### src/rtl/hp_regs_pkg.sv
package hp_regs_pkg;

   localparam int WIN_BYTES = 24;

   typedef enum logic [2:0] {
      RID_INS  = 3'd0,
      RID_REM  = 3'd1,
      RID_EJ   = 3'd2,
      RID_RMV  = 3'd3,
      RID_SEL  = 3'd4,
      RID_IDX  = 3'd5,
      RID_NONE = 3'd7
   } reg_id_e;

   // Full-word, aligned, in-window accesses only.
   function automatic reg_id_e decode_reg(input logic [4:0] addr, input logic [3:0] be);
      reg_id_e r;
      r = RID_NONE;
      if (be == 4'hF && addr[1:0] == 2'b00 && int'(addr) < WIN_BYTES) begin
         case (addr[4:2])
            3'd0:    r = RID_INS;
            3'd1:    r = RID_REM;
            3'd2:    r = RID_EJ;
            3'd3:    r = RID_RMV;
            3'd4:    r = RID_SEL;
            3'd5:    r = RID_IDX;
            default: r = RID_NONE;
         endcase
      end
      return r;
   endfunction

endpackage

### src/rtl/hp_lsb_find.sv
module hp_lsb_find #(
   parameter int W  = 32,
   parameter int IW = $clog2(W)
) (
   input  logic [W-1:0]  vec,
   output logic [IW-1:0] idx,
   output logic          found
);
   always_comb begin
      idx   = '0;
      found = |vec;
      for (int i = W - 1; i >= 0; i--) begin
         if (vec[i]) idx = IW'(i);
      end
   end
endmodule

### src/rtl/hp_bus_bank.sv
module hp_bus_bank #(
   parameter int W = 32
) (
   input  logic         clk,
   input  logic         rst_n,
   input  logic [W-1:0] ins_set,
   input  logic [W-1:0] ins_clr,
   input  logic [W-1:0] rem_set,
   input  logic [W-1:0] rem_clr,
   input  logic         rmv_load,
   input  logic [W-1:0] rmv_val,
   output logic [W-1:0] ins_q,
   output logic [W-1:0] rem_q,
   output logic [W-1:0] rmv_q
);
   always_ff @(posedge clk or negedge rst_n) begin
      if (!rst_n) begin
         ins_q <= '0;
         rem_q <= '0;
         rmv_q <= '0;
      end else begin
         ins_q <= (ins_q & ~ins_clr) | ins_set;
         rem_q <= (rem_q & ~rem_clr) | rem_set;
         if (rmv_load) rmv_q <= rmv_val;
      end
   end

   // A set in the same cycle as a clear must survive.
   assert_set_wins_R11: assert property (@(posedge clk) disable iff (!rst_n)
      (ins_set != '0) |=> ((ins_q & $past(ins_set)) == $past(ins_set)));
   assert_rem_set_wins_R11: assert property (@(posedge clk) disable iff (!rst_n)
      (rem_set != '0) |=> ((rem_q & $past(rem_set)) == $past(rem_set)));
endmodule

### src/rtl/hp_init_walk.sv
module hp_init_walk #(
   parameter int NUM_BUS = 4,
   parameter int W       = 32,
   parameter int BUS_W   = (NUM_BUS > 1) ? $clog2(NUM_BUS) : 1,
   parameter int SLOT_W  = $clog2(W)
) (
   input  logic                 clk,
   input  logic                 rst_n,
   input  logic                 start,
   input  logic [NUM_BUS*W-1:0] rem_flat,
   output logic                 busy,
   output logic [BUS_W-1:0]     bus,
   output logic                 ej_valid,
   output logic [SLOT_W-1:0]    ej_slot,
   output logic                 load
);
   localparam logic [BUS_W-1:0] LAST_BUS = BUS_W'(NUM_BUS - 1);

   logic [W-1:0] cur_rem;
   logic         pend;

   assign cur_rem = rem_flat[int'(bus)*W +: W];

   hp_lsb_find #(.W(W), .IW(SLOT_W)) u_pick (
      .vec  (cur_rem),
      .idx  (ej_slot),
      .found(pend)
   );

   assign ej_valid = busy && pend && !start;
   assign load     = busy && !pend && !start;

   always_ff @(posedge clk or negedge rst_n) begin
      if (!rst_n) begin
         busy <= 1'b1;
         bus  <= '0;
      end else if (start) begin
         busy <= 1'b1;
         bus  <= '0;
      end else if (load) begin
         if (bus == LAST_BUS) busy <= 1'b0;
         else                 bus  <= bus + 1'b1;
      end
   end

   // The walk ends only after the last bus had its removable mask loaded.
   assert_walk_end_R10: assert property (@(posedge clk) disable iff (!rst_n)
      $fell(busy) |-> ($past(load) && $past(bus) == LAST_BUS));
endmodule

### src/rtl/hp_slot_regs.sv
module hp_slot_regs
   import hp_regs_pkg::*;
#(
   parameter int NUM_BUS   = 4,
   parameter int DATA_W    = 32,
   parameter int INDEX_MAX = 16383,
   parameter int BUS_W     = (NUM_BUS > 1) ? $clog2(NUM_BUS) : 1,
   parameter int SLOT_W    = $clog2(DATA_W)
) (
   input  logic                      clk,
   input  logic                      rst_n,
   input  logic                      warm_rst,
   input  logic                      legacy_mode,
   input  logic [NUM_BUS*DATA_W-1:0] nohp_mask,
   input  logic                      reg_req,
   input  logic                      reg_wr,
   input  logic [4:0]                reg_addr,
   input  logic [3:0]                reg_be,
   input  logic [DATA_W-1:0]         reg_wdata,
   output logic [DATA_W-1:0]         reg_rdata,
   input  logic                      plug_valid,
   input  logic [BUS_W-1:0]          plug_bus,
   input  logic [SLOT_W-1:0]         plug_slot,
   input  logic [31:0]               plug_index,
   input  logic                      unplug_valid,
   input  logic [BUS_W-1:0]          unplug_bus,
   input  logic [SLOT_W-1:0]         unplug_slot,
   output logic                      event_pulse,
   output logic                      detach_pulse,
   output logic [BUS_W-1:0]          detach_bus,
   output logic [SLOT_W-1:0]         detach_slot,
   output logic [BUS_W-1:0]          idxq_bus,
   output logic [SLOT_W-1:0]         idxq_slot,
   input  logic [DATA_W-1:0]         idxq_value
);
   localparam int FLAT_W = NUM_BUS * DATA_W;

   generate
      if (DATA_W != 32) begin : g_bad_width
         $error("hp_slot_regs: DATA_W must be 32");
      end
      if (NUM_BUS < 1 || NUM_BUS > (1 << BUS_W)) begin : g_bad_bus
         $error("hp_slot_regs: NUM_BUS out of range for BUS_W");
      end
   endgenerate

   logic [DATA_W-1:0] sel_q;
   logic [DATA_W-1:0] idx_q;
   logic              sel_ok;
   logic [BUS_W-1:0]  cur_bus;
   reg_id_e           rid;
   logic              rd_hit, wr_hit;
   logic [SLOT_W-1:0] wd_slot;
   logic              wd_found;

   logic [FLAT_W-1:0] ins_flat, rem_flat, rmv_flat;

   logic              walk_busy, walk_ej, walk_load;
   logic [BUS_W-1:0]  walk_bus;
   logic [SLOT_W-1:0] walk_slot;

   logic              clr_ins_rd, reg_ej, ej_any;
   logic [BUS_W-1:0]  ej_bus;
   logic [SLOT_W-1:0] ej_slot;
   logic              plug_ok, unplug_ok;

   // Access decode
   assign sel_ok  = (sel_q < DATA_W'(NUM_BUS));
   assign cur_bus = sel_ok ? sel_q[BUS_W-1:0] : '0;
   assign rid     = (reg_req && !walk_busy && !warm_rst) ? decode_reg(reg_addr, reg_be) : RID_NONE;
   assign rd_hit  = (rid != RID_NONE) && !reg_wr;
   assign wr_hit  = (rid != RID_NONE) && reg_wr;

   hp_lsb_find #(.W(DATA_W), .IW(SLOT_W)) u_wd_lsb (
      .vec  (reg_wdata),
      .idx  (wd_slot),
      .found(wd_found)
   );

   assign idxq_bus  = cur_bus;
   assign idxq_slot = wd_slot;

   // Read mux
   always_comb begin
      reg_rdata = '0;
      if (rd_hit && sel_ok) begin
         case (rid)
            RID_INS: reg_rdata = ins_flat[int'(cur_bus)*DATA_W +: DATA_W];
            RID_REM: reg_rdata = rem_flat[int'(cur_bus)*DATA_W +: DATA_W];
            RID_RMV: reg_rdata = rmv_flat[int'(cur_bus)*DATA_W +: DATA_W];
            RID_SEL: reg_rdata = sel_q;
            RID_IDX: reg_rdata = idx_q;
            default: reg_rdata = '0;
         endcase
      end
   end

   // Event and eject control
   assign clr_ins_rd = rd_hit && (rid == RID_INS) && sel_ok && !legacy_mode;
   assign reg_ej     = wr_hit && (rid == RID_EJ) && sel_ok && wd_found;
   assign ej_any     = reg_ej || walk_ej;
   assign ej_bus     = walk_ej ? walk_bus  : cur_bus;
   assign ej_slot    = walk_ej ? walk_slot : wd_slot;
   assign plug_ok    = plug_valid && (int'(plug_bus) < NUM_BUS) && (plug_index <= 32'(INDEX_MAX));
   assign unplug_ok  = unplug_valid && (int'(unplug_bus) < NUM_BUS);

   hp_init_walk #(.NUM_BUS(NUM_BUS), .W(DATA_W), .BUS_W(BUS_W), .SLOT_W(SLOT_W)) u_walk (
      .clk     (clk),
      .rst_n   (rst_n),
      .start   (warm_rst),
      .rem_flat(rem_flat),
      .busy    (walk_busy),
      .bus     (walk_bus),
      .ej_valid(walk_ej),
      .ej_slot (walk_slot),
      .load    (walk_load)
   );

   // One bank per bus
   generate
      for (genvar b = 0; b < NUM_BUS; b++) begin : g_bank
         logic [DATA_W-1:0] ej_mask, ins_clr, ins_set, rem_set;
         logic              here_ej, here_rd, here_load;

         assign here_ej   = ej_any && (int'(ej_bus) == b);
         assign here_rd   = clr_ins_rd && (int'(cur_bus) == b);
         assign here_load = walk_load && (int'(walk_bus) == b);
         assign ej_mask   = here_ej ? (DATA_W'(1) << ej_slot) : '0;
         assign ins_clr   = ej_mask | (here_rd ? '1 : '0);
         assign ins_set   = (plug_ok && int'(plug_bus) == b) ? (DATA_W'(1) << plug_slot) : '0;
         assign rem_set   = (unplug_ok && int'(unplug_bus) == b) ? (DATA_W'(1) << unplug_slot) : '0;

         hp_bus_bank #(.W(DATA_W)) u_bank (
            .clk     (clk),
            .rst_n   (rst_n),
            .ins_set (ins_set),
            .ins_clr (ins_clr),
            .rem_set (rem_set),
            .rem_clr (ej_mask),
            .rmv_load(here_load),
            .rmv_val (~nohp_mask[b*DATA_W +: DATA_W]),
            .ins_q   (ins_flat[b*DATA_W +: DATA_W]),
            .rem_q   (rem_flat[b*DATA_W +: DATA_W]),
            .rmv_q   (rmv_flat[b*DATA_W +: DATA_W])
         );
      end
   endgenerate

   // Select, index latch and output pulses
   always_ff @(posedge clk or negedge rst_n) begin
      if (!rst_n) begin
         sel_q        <= '0;
         idx_q        <= '0;
         event_pulse  <= 1'b0;
         detach_pulse <= 1'b0;
         detach_bus   <= '0;
         detach_slot  <= '0;
      end else begin
         event_pulse  <= plug_ok || unplug_ok;
         detach_pulse <= ej_any;
         if (ej_any) begin
            detach_bus  <= ej_bus;
            detach_slot <= ej_slot;
         end
         if (warm_rst) begin
            sel_q <= '0;
            idx_q <= '0;
         end else if (wr_hit) begin
            if (rid == RID_SEL) sel_q <= legacy_mode ? '0 : reg_wdata;
            if (rid == RID_IDX && sel_ok && wd_found) idx_q <= idxq_value;
            else                                      idx_q <= '0;
         end else if (rd_hit && rid == RID_IDX && sel_ok) begin
            idx_q <= '0;
         end
      end
   end

   logic det_rem_bit;
   assign det_rem_bit = rem_flat[int'(detach_bus)*DATA_W + int'(detach_slot)];

   assert_evt_src_R8: assert property (@(posedge clk) disable iff (!rst_n)
      event_pulse |-> $past(plug_valid || unplug_valid));
   assert_reject_big_R8: assert property (@(posedge clk) disable iff (!rst_n)
      (plug_valid && plug_index > 32'(INDEX_MAX) && !unplug_valid) |=> !event_pulse);
   assert_eject_clears_R5: assert property (@(posedge clk) disable iff (!rst_n)
      (detach_pulse && !$past(unplug_valid)) |-> !det_rem_bit);
   assert_idx_wipe_R7: assert property (@(posedge clk) disable iff (!rst_n)
      $past(wr_hit && rid != RID_IDX && !warm_rst) |-> (idx_q == '0));
   assert_legacy_sel_R6: assert property (@(posedge clk) disable iff (!rst_n)
      $past(wr_hit && rid == RID_SEL && legacy_mode) |-> (sel_q == '0));
   assert_walk_quiet_R10: assert property (@(posedge clk) disable iff (!rst_n)
      walk_busy |-> (reg_rdata == '0 && !reg_ej));
   assert_outrange_R4: assert property (@(posedge clk) disable iff (!rst_n)
      !sel_ok |-> (reg_rdata == '0));
endmodule

### config.mk
export PLATFORM = sky130hd
export DESIGN_NAME = hp_slot_regs
export DESIGN_NICKNAME = d
export VERILOG_FILES = /design/src/rtl/hp_regs_pkg.sv /design/src/rtl/hp_lsb_find.sv /design/src/rtl/hp_bus_bank.sv /design/src/rtl/hp_init_walk.sv /design/src/rtl/hp_slot_regs.sv
export SDC_FILE = /design/constraint.sdc
export NUM_CORES = 1
export LEC_CHECK = 0
export BUFFER_PORTS_ARGS = -buffer_cell sky130_fd_sc_hd__buf_2
export CAP_MARGIN = 30
export CORE_MARGIN = 4
export CORE_UTILIZATION = 25
export CTS_CLUSTER_SIZE = 40
export DETAILED_ROUTE_END_ITERATION = 8
export SLEW_MARGIN = 20
export SYNTH_ARGS = -nofsm -noshare
export SYNTH_HDL_FRONTEND = slang
export SYNTH_HIERARCHICAL = 1
export SYNTH_SLANG_ARGS = --single-unit
### constraint.sdc
create_clock -name clk -period 10.34 [get_ports clk]
set_input_delay 1.551 -clock clk [delete_from_list [all_inputs] [get_ports clk]]
set_output_delay 1.551 -clock clk [all_outputs]
set_load 0.01 [all_outputs]
==> After elaboration in Yosys (flattened, before gate mapping) <==
Index checks and enable logic that the tools add are counted.
Widths: inputs -> output; s select.
{ "totals": {"inputBits": 255, "out_inout_bits": 48, "regBits": 460} }
{ "classes": {"eq_ne": 29, "shifts": 7, "reduce_logical": 67, "bitwise_logic": 32, "addsub": 1, "magnitude_cmp": 3, "muxes": 102} }
{ "op_table": {"columns": ["cell", "n"], "rows": [
  ["$mux 32", 25],
  ["$shiftx 128x8->32", 4],
  ["$not 32->32", 12],
  ["$or 32x32->32", 12],
  ["$mux 5", 65],
  ["$and 32x32->32", 8],
  ["$pmux 32 s5", 1],
  ["$shl 1x5->32 const A", 3],
  ["$reduce_or 32->1", 2],
  ["$logic_and 1x1->1", 42],
  ["$le 32x14->1 const B", 1],
  ["$lt 32x3->1 const B", 1],
  ["$eq 2x2->1 const B", 11],
  ["$pmux 3 s6", 1],
  ["$eq 3x2->1 const B", 4],
  ["$eq 3x3->1 const B", 4],
  ["$logic_not 2->1", 6],
  ["$eq 2x1->1 const B", 5],
  ["$mux 2", 5],
  ["$reduce_bool 2->1", 4],
  ["$eq 3x1->1 const B", 2],
  ["$logic_not 3->1", 2],
  ["$mux 3", 2],
  ["$reduce_and 2->1", 3],
  ["9 further kinds", 16]
]} }

==> Depth between registers and ports, before layout <==
{ "depth": {"word_depth": 40, "mapped_depth": 18} }

==> Cells and area by module <==
Netlist, hierarchy kept.
{ "by_module_without_submodules": {"columns": ["module", "instances", "area_each_um2", "seq_area_each_um2", "cells_per_inst"], "rows": [
  ["hp_bus_bank", 4, 3667.3, 2402.3, 260],
  ["hp_slot_regs", 1, 10363.7, 1826.8, 1640],
  ["hp_init_walk", 1, 968.4, 76.3, 56],
  ["hp_lsb_find", 2, 385.4, 0.0, 65]
]} }

==> Worst setup path after synthesis <==
OpenSTA, ideal clock, no wires.
{ "synth_path": {"path_kind": "input port to output port", "startpoint": "input reg_addr[3]", "endpoint": "output reg_rdata[7]", "path_buffers": 3, "t_arrival_ns": 3.883, "setup_slack_ns": 4.906, "stages": 9, "cell_sequence": "clkbuf_1 a211o_1 or3_1 buf_2 or4_1 a211o_1 buf_2 a221o_1 o22ai_1"} }
{ "synth_via": {"elab_chain_len": 8, "word_cells_on_any_way": 21} }
{ "synth_rtl": {"columns": ["item", "line", "source"], "rows": [
  ["start, declared", "hp_slot_regs.sv:17", "input logic [4:0] reg_addr,"],
  ["$lt 5x5->1, or another cell as far along", "hp_regs_pkg.sv:19", "if (be == 4'hF && addr[1:0] == 2'b00 && int'(addr) < WIN_BYTES) begin"],
  ["$logic_and 1x1->1 / $pmux 3 s6 (equally long branches)", "hp_regs_pkg.sv:19, hp_regs_pkg.sv:20", null],
  ["$mux 3 (*)", "hp_regs_pkg.sv:19", null],
  ["$mux 3 (*)", "hp_slot_regs.sv:70", "assign rid = (reg_req && !walk_busy && !warm_rst) ? decode_reg(reg_addr, reg_be) : RID_NONE;"],
  ["branches (longest 3 deep; another with $pmux 32 s5)", null, null],
  ["$mux 32 (*)", "hp_slot_regs.sv:86", "if (rd_hit && sel_ok) begin"],
  ["end, declared", "hp_slot_regs.sv:20", "output logic [DATA_W-1:0] reg_rdata,"]
]} }
Mark *: on every way between the ends.

==> Worst setup path in the final report <==
{ "layout_path": {"startpoint": "input reg_addr[2]", "endpoint": "output reg_rdata[0]"} }
Same word-level chain as after synthesis.

==> flow_summary.yaml <==
global_routing:
  grt-ovfl-total: 0
  grt_max_degree: 164
  antenna_found_initial: 44
  grt_pass1_vias: 22000
  grt_pass1_wl_um: 157000
  track_usage_pct: 18.9
cells_and_area:
  drive_above_1_share_pct: 20.0
  fin_cells: 4532
  seqCellArea_um2: 11500
  area_growth_pct: 17.6
  multi_input_area_um2: 12900
  final_nets: 3339
  layout_common_cells: "457 x dfrtp_1, 435 x nor2_1, 404 x inv_1"
  fill_cells: 11000
  mostFrequentLayoutCell: "dfrtp_1"
cts:
  cts_buffers: 54
  clock_tree.root_cell: "clkbuf_16"
  post_cts_resized: 0
  cts_sinks: 460
  cts_hold_buf: 0
  tritoncts: "yes"
  cts_setup_buffers: 0
  clk_latency_ns: 0.64
  clk_transition_reported_paths_ns: 0.06
  cts_max_level: 2
  clock_path_buffers: 3
detailed_routing:
  wl_um: 110000
  drtIter0Drc: 2738
  viasPerCell: 5.09
  top_layer_used: "met5"
  met3_length_um: 14000
  dr_wl_met2_um: 46400
  vias: 23100
  drcViolationCount: 0
  wl_met1_um: 46600
  wl_per_cell_um: 24.3
  drtAntennaViolNets: 0
  dr.pass1.iters: 6
setup_path:
  cp.buffers_inverters: 5
  cpPeakStageDelay_ns: 0.74
  endpoint: "reg_rdata[0]"
  worstSetupPathType: "in2out"
  startpoint_type: "primary input"
  rr_endpoint: "g_bank[0].u_bank/ins_q[21]"
  path_delay_family: "buffers and inverters"
  reg2regPathDepth: 15
  slowest_stage: "o32ai_1"
  r2r_start: "u_walk/bus[0]"
  crit_chain: "buf_2 > buf_4 > nand2b_1 > nor4_2 > buf_4 > buf_4 > nor2_1 > a21oi_1 > o22ai_1 > o32ai_1 > buf_2"
  cp.required_ns: 8.79
  arrival_ns: 5.16
  worst-path-stages: 11
  regToRegSetupSlack_ns: 4.42
  worstPathMaxFanout: 76
  cp_common_cell: "buf_4"
  critPathLaunch: "reg_addr[2]"
  cp-end-kind: "output pin"
synthesis:
  synthArstFlopShare_pct: 100
  synthTopCellsByArea: "dfrtp_1 43%, a21o_1 7.3%, mux2_4 6.7%"
  yosysSeqAreaShare_pct: 43.0
  synthDominantCellAreaShare_pct: 42.9
  synth_fp_nets: 3122
  ys_types: 61
  synth_ff_type: "dfrtp_1"
  synth.avg_cell_area_um2: 9.34
  synthCells: 2866
  synth.cell_area_um2: 26800
  synth-edff-count: 0
  ys_ff_latch: 460
  yosys_warnings: 6
  synth_top_area_cell: "dfrtp_1"
timing:
  max_freq_mhz: 149
  rsz0062_at_grt: "false"
  postLayoutSetupSlackWorst_ns: 3.63
  tns_ns: 0
  final-hold-violation-count: 0
  post-route-min-period_ns: 6.71
  worst_pin_slew_ns: 1.07
  setup_violations: 0
  finalMaxSlewViolations: 0
  fin_crit_sh_pct: 64.9
  fin_worst_skew_ns: 0.0449
  max-slew-margin-rel_pct: 28.5
status:
  outcome: "finished, final reports clean"
placement:
  place_congestion: 0.890
  hpwl_um: 77900
  io_buffers: 288
  place_inst: 4415
  pre_cts_ws_ns: 3.68
die:
  die_y_um: 335
  top_level_ports: 303
  initial_core_util_pct: 25.3
  die_w_um: 335
  coreArea_um2: 106000
  die_area_um2: 112000
  rows: 119
power:
  power.leakage_nw: 15.7
  powerDensity_nw_per_um2: 186
  vdd_drop_max_mv: 0.148
worst_hold_path:
  min-delay-path-class: "reg2reg"
run:
  maxCapViolCount: 0
## how the worst min path moves through the flow
| stage | from | end | slack, ns | cells past startpoint |
|---|---|---|---|---|
| after floorplan | g_bank[0].u_bank/ins_q[29] | g_bank[0].u_bank/ins_q[29] | 0.44 | 1 |
| after global placement | g_bank[2].u_bank/ins_q[26] | g_bank[2].u_bank/ins_q[26] | 0.45 | 1 |
| after detailed placement | g_bank[2].u_bank/ins_q[1] | g_bank[2].u_bank/ins_q[1] | 0.46 | 1 |
| after CTS | g_bank[2].u_bank/ins_q[1] | g_bank[2].u_bank/ins_q[1] | 0.47 | 1 |
| after global routing | g_bank[1].u_bank/ins_q[29] | g_bank[1].u_bank/ins_q[29] | 0.49 | 1 |
| final | g_bank[1].u_bank/ins_q[27] | g_bank[1].u_bank/ins_q[27] | 0.47 | 1 |
## power by group
| part | leakage [nW] | internal [mW] | switching (mW) | total [mW] |
|---|---|---|---|---|
| clock | 0.890 | 1.19 | 0.819 | 2.01 |
| sequential | 6.21 | 2.10 | 0.314 | 2.42 |
| combinational | 8.59 | 0.618 | 0.796 | 1.41 |
## final cells by class
type,instances,area share [%]
well taps,1391,5.53
inverters,404,4.82
multi-input cells,1830,41.1
diodes,19,0.151
flip-flops and latches,460,36.6
clock buffers,74,4.76
repair buffers,333,6.04
clock inverters,21,1.06
## routing by layer
| metal | track usage, % | up-vias |
|---|---|---|
| met5 | 0 | - |
| met4 | 4.86 | 42 |
| met3 | 6.74 | 211 |
| met2 | 27.9 | 1280 |
| met1 | 26.2 | 11300 |
| li1 | - | 10200 |
## state kept, by name, summed over array words and instances (netlist names)
signal               count
sel_q                   32
g_bank.u_bank/rmv_q    128
u_walk/bus               2
detach_bus               2
u_walk/busy              1
idx_q                   32
g_bank.u_bank/ins_q    128
detach_pulse             1
g_bank.u_bank/rem_q    128
event_pulse              1
detach_slot              5
## synth_stat cells (all sizes together), types with 14 or more instances
cell type and instances:
nor2 442, dfrtp 459, mux2 133, a22o 67
nand2 170, nor4 29, o21ai 197, o22ai 37
inv 404, a21o 259, mux2i 176, clkbuf 131
a221oi 20, a221o 24, a21oi 39, nor3 27
buf 41, nor3b 14, mux4 32, o22a 17
## per-stage QoR
step / area [um2] / hold WS [ns] / total power [mW] / utilization (%)
after floorplan: 26800 / 0.444 / 3.19 / -
after global placement: 29400 / 0.453 / 3.78 / 27.8
after detailed placement: 29600 / 0.460 / 3.82 / 27.9
after CTS: 31400 / 0.474 / 5.83 / 29.7
after global routing: 31400 / 0.486 / 6.05 / 29.7
final: 31500 / 0.470 / 5.84 / 29.7
## logic make-up (layout without fill, tap and decap cells)
family / count (synthesis) / count (layout) / share of synthesized area (%)
other: 0 / 19 / 0
AOI/OAI and AO/OA: 723 / 723 / 18.8
muxes: 341 / 341 / 16.6
buffers and inverters: 576 / 832 / 9.06
adders and majority gates: 1 / 1 / 0.0467
DFF: 460 / 460 / 43.0
and+or+nand+nor: 765 / 765 / 12.5
No activity file was read; power rests on OpenSTA's default activity.
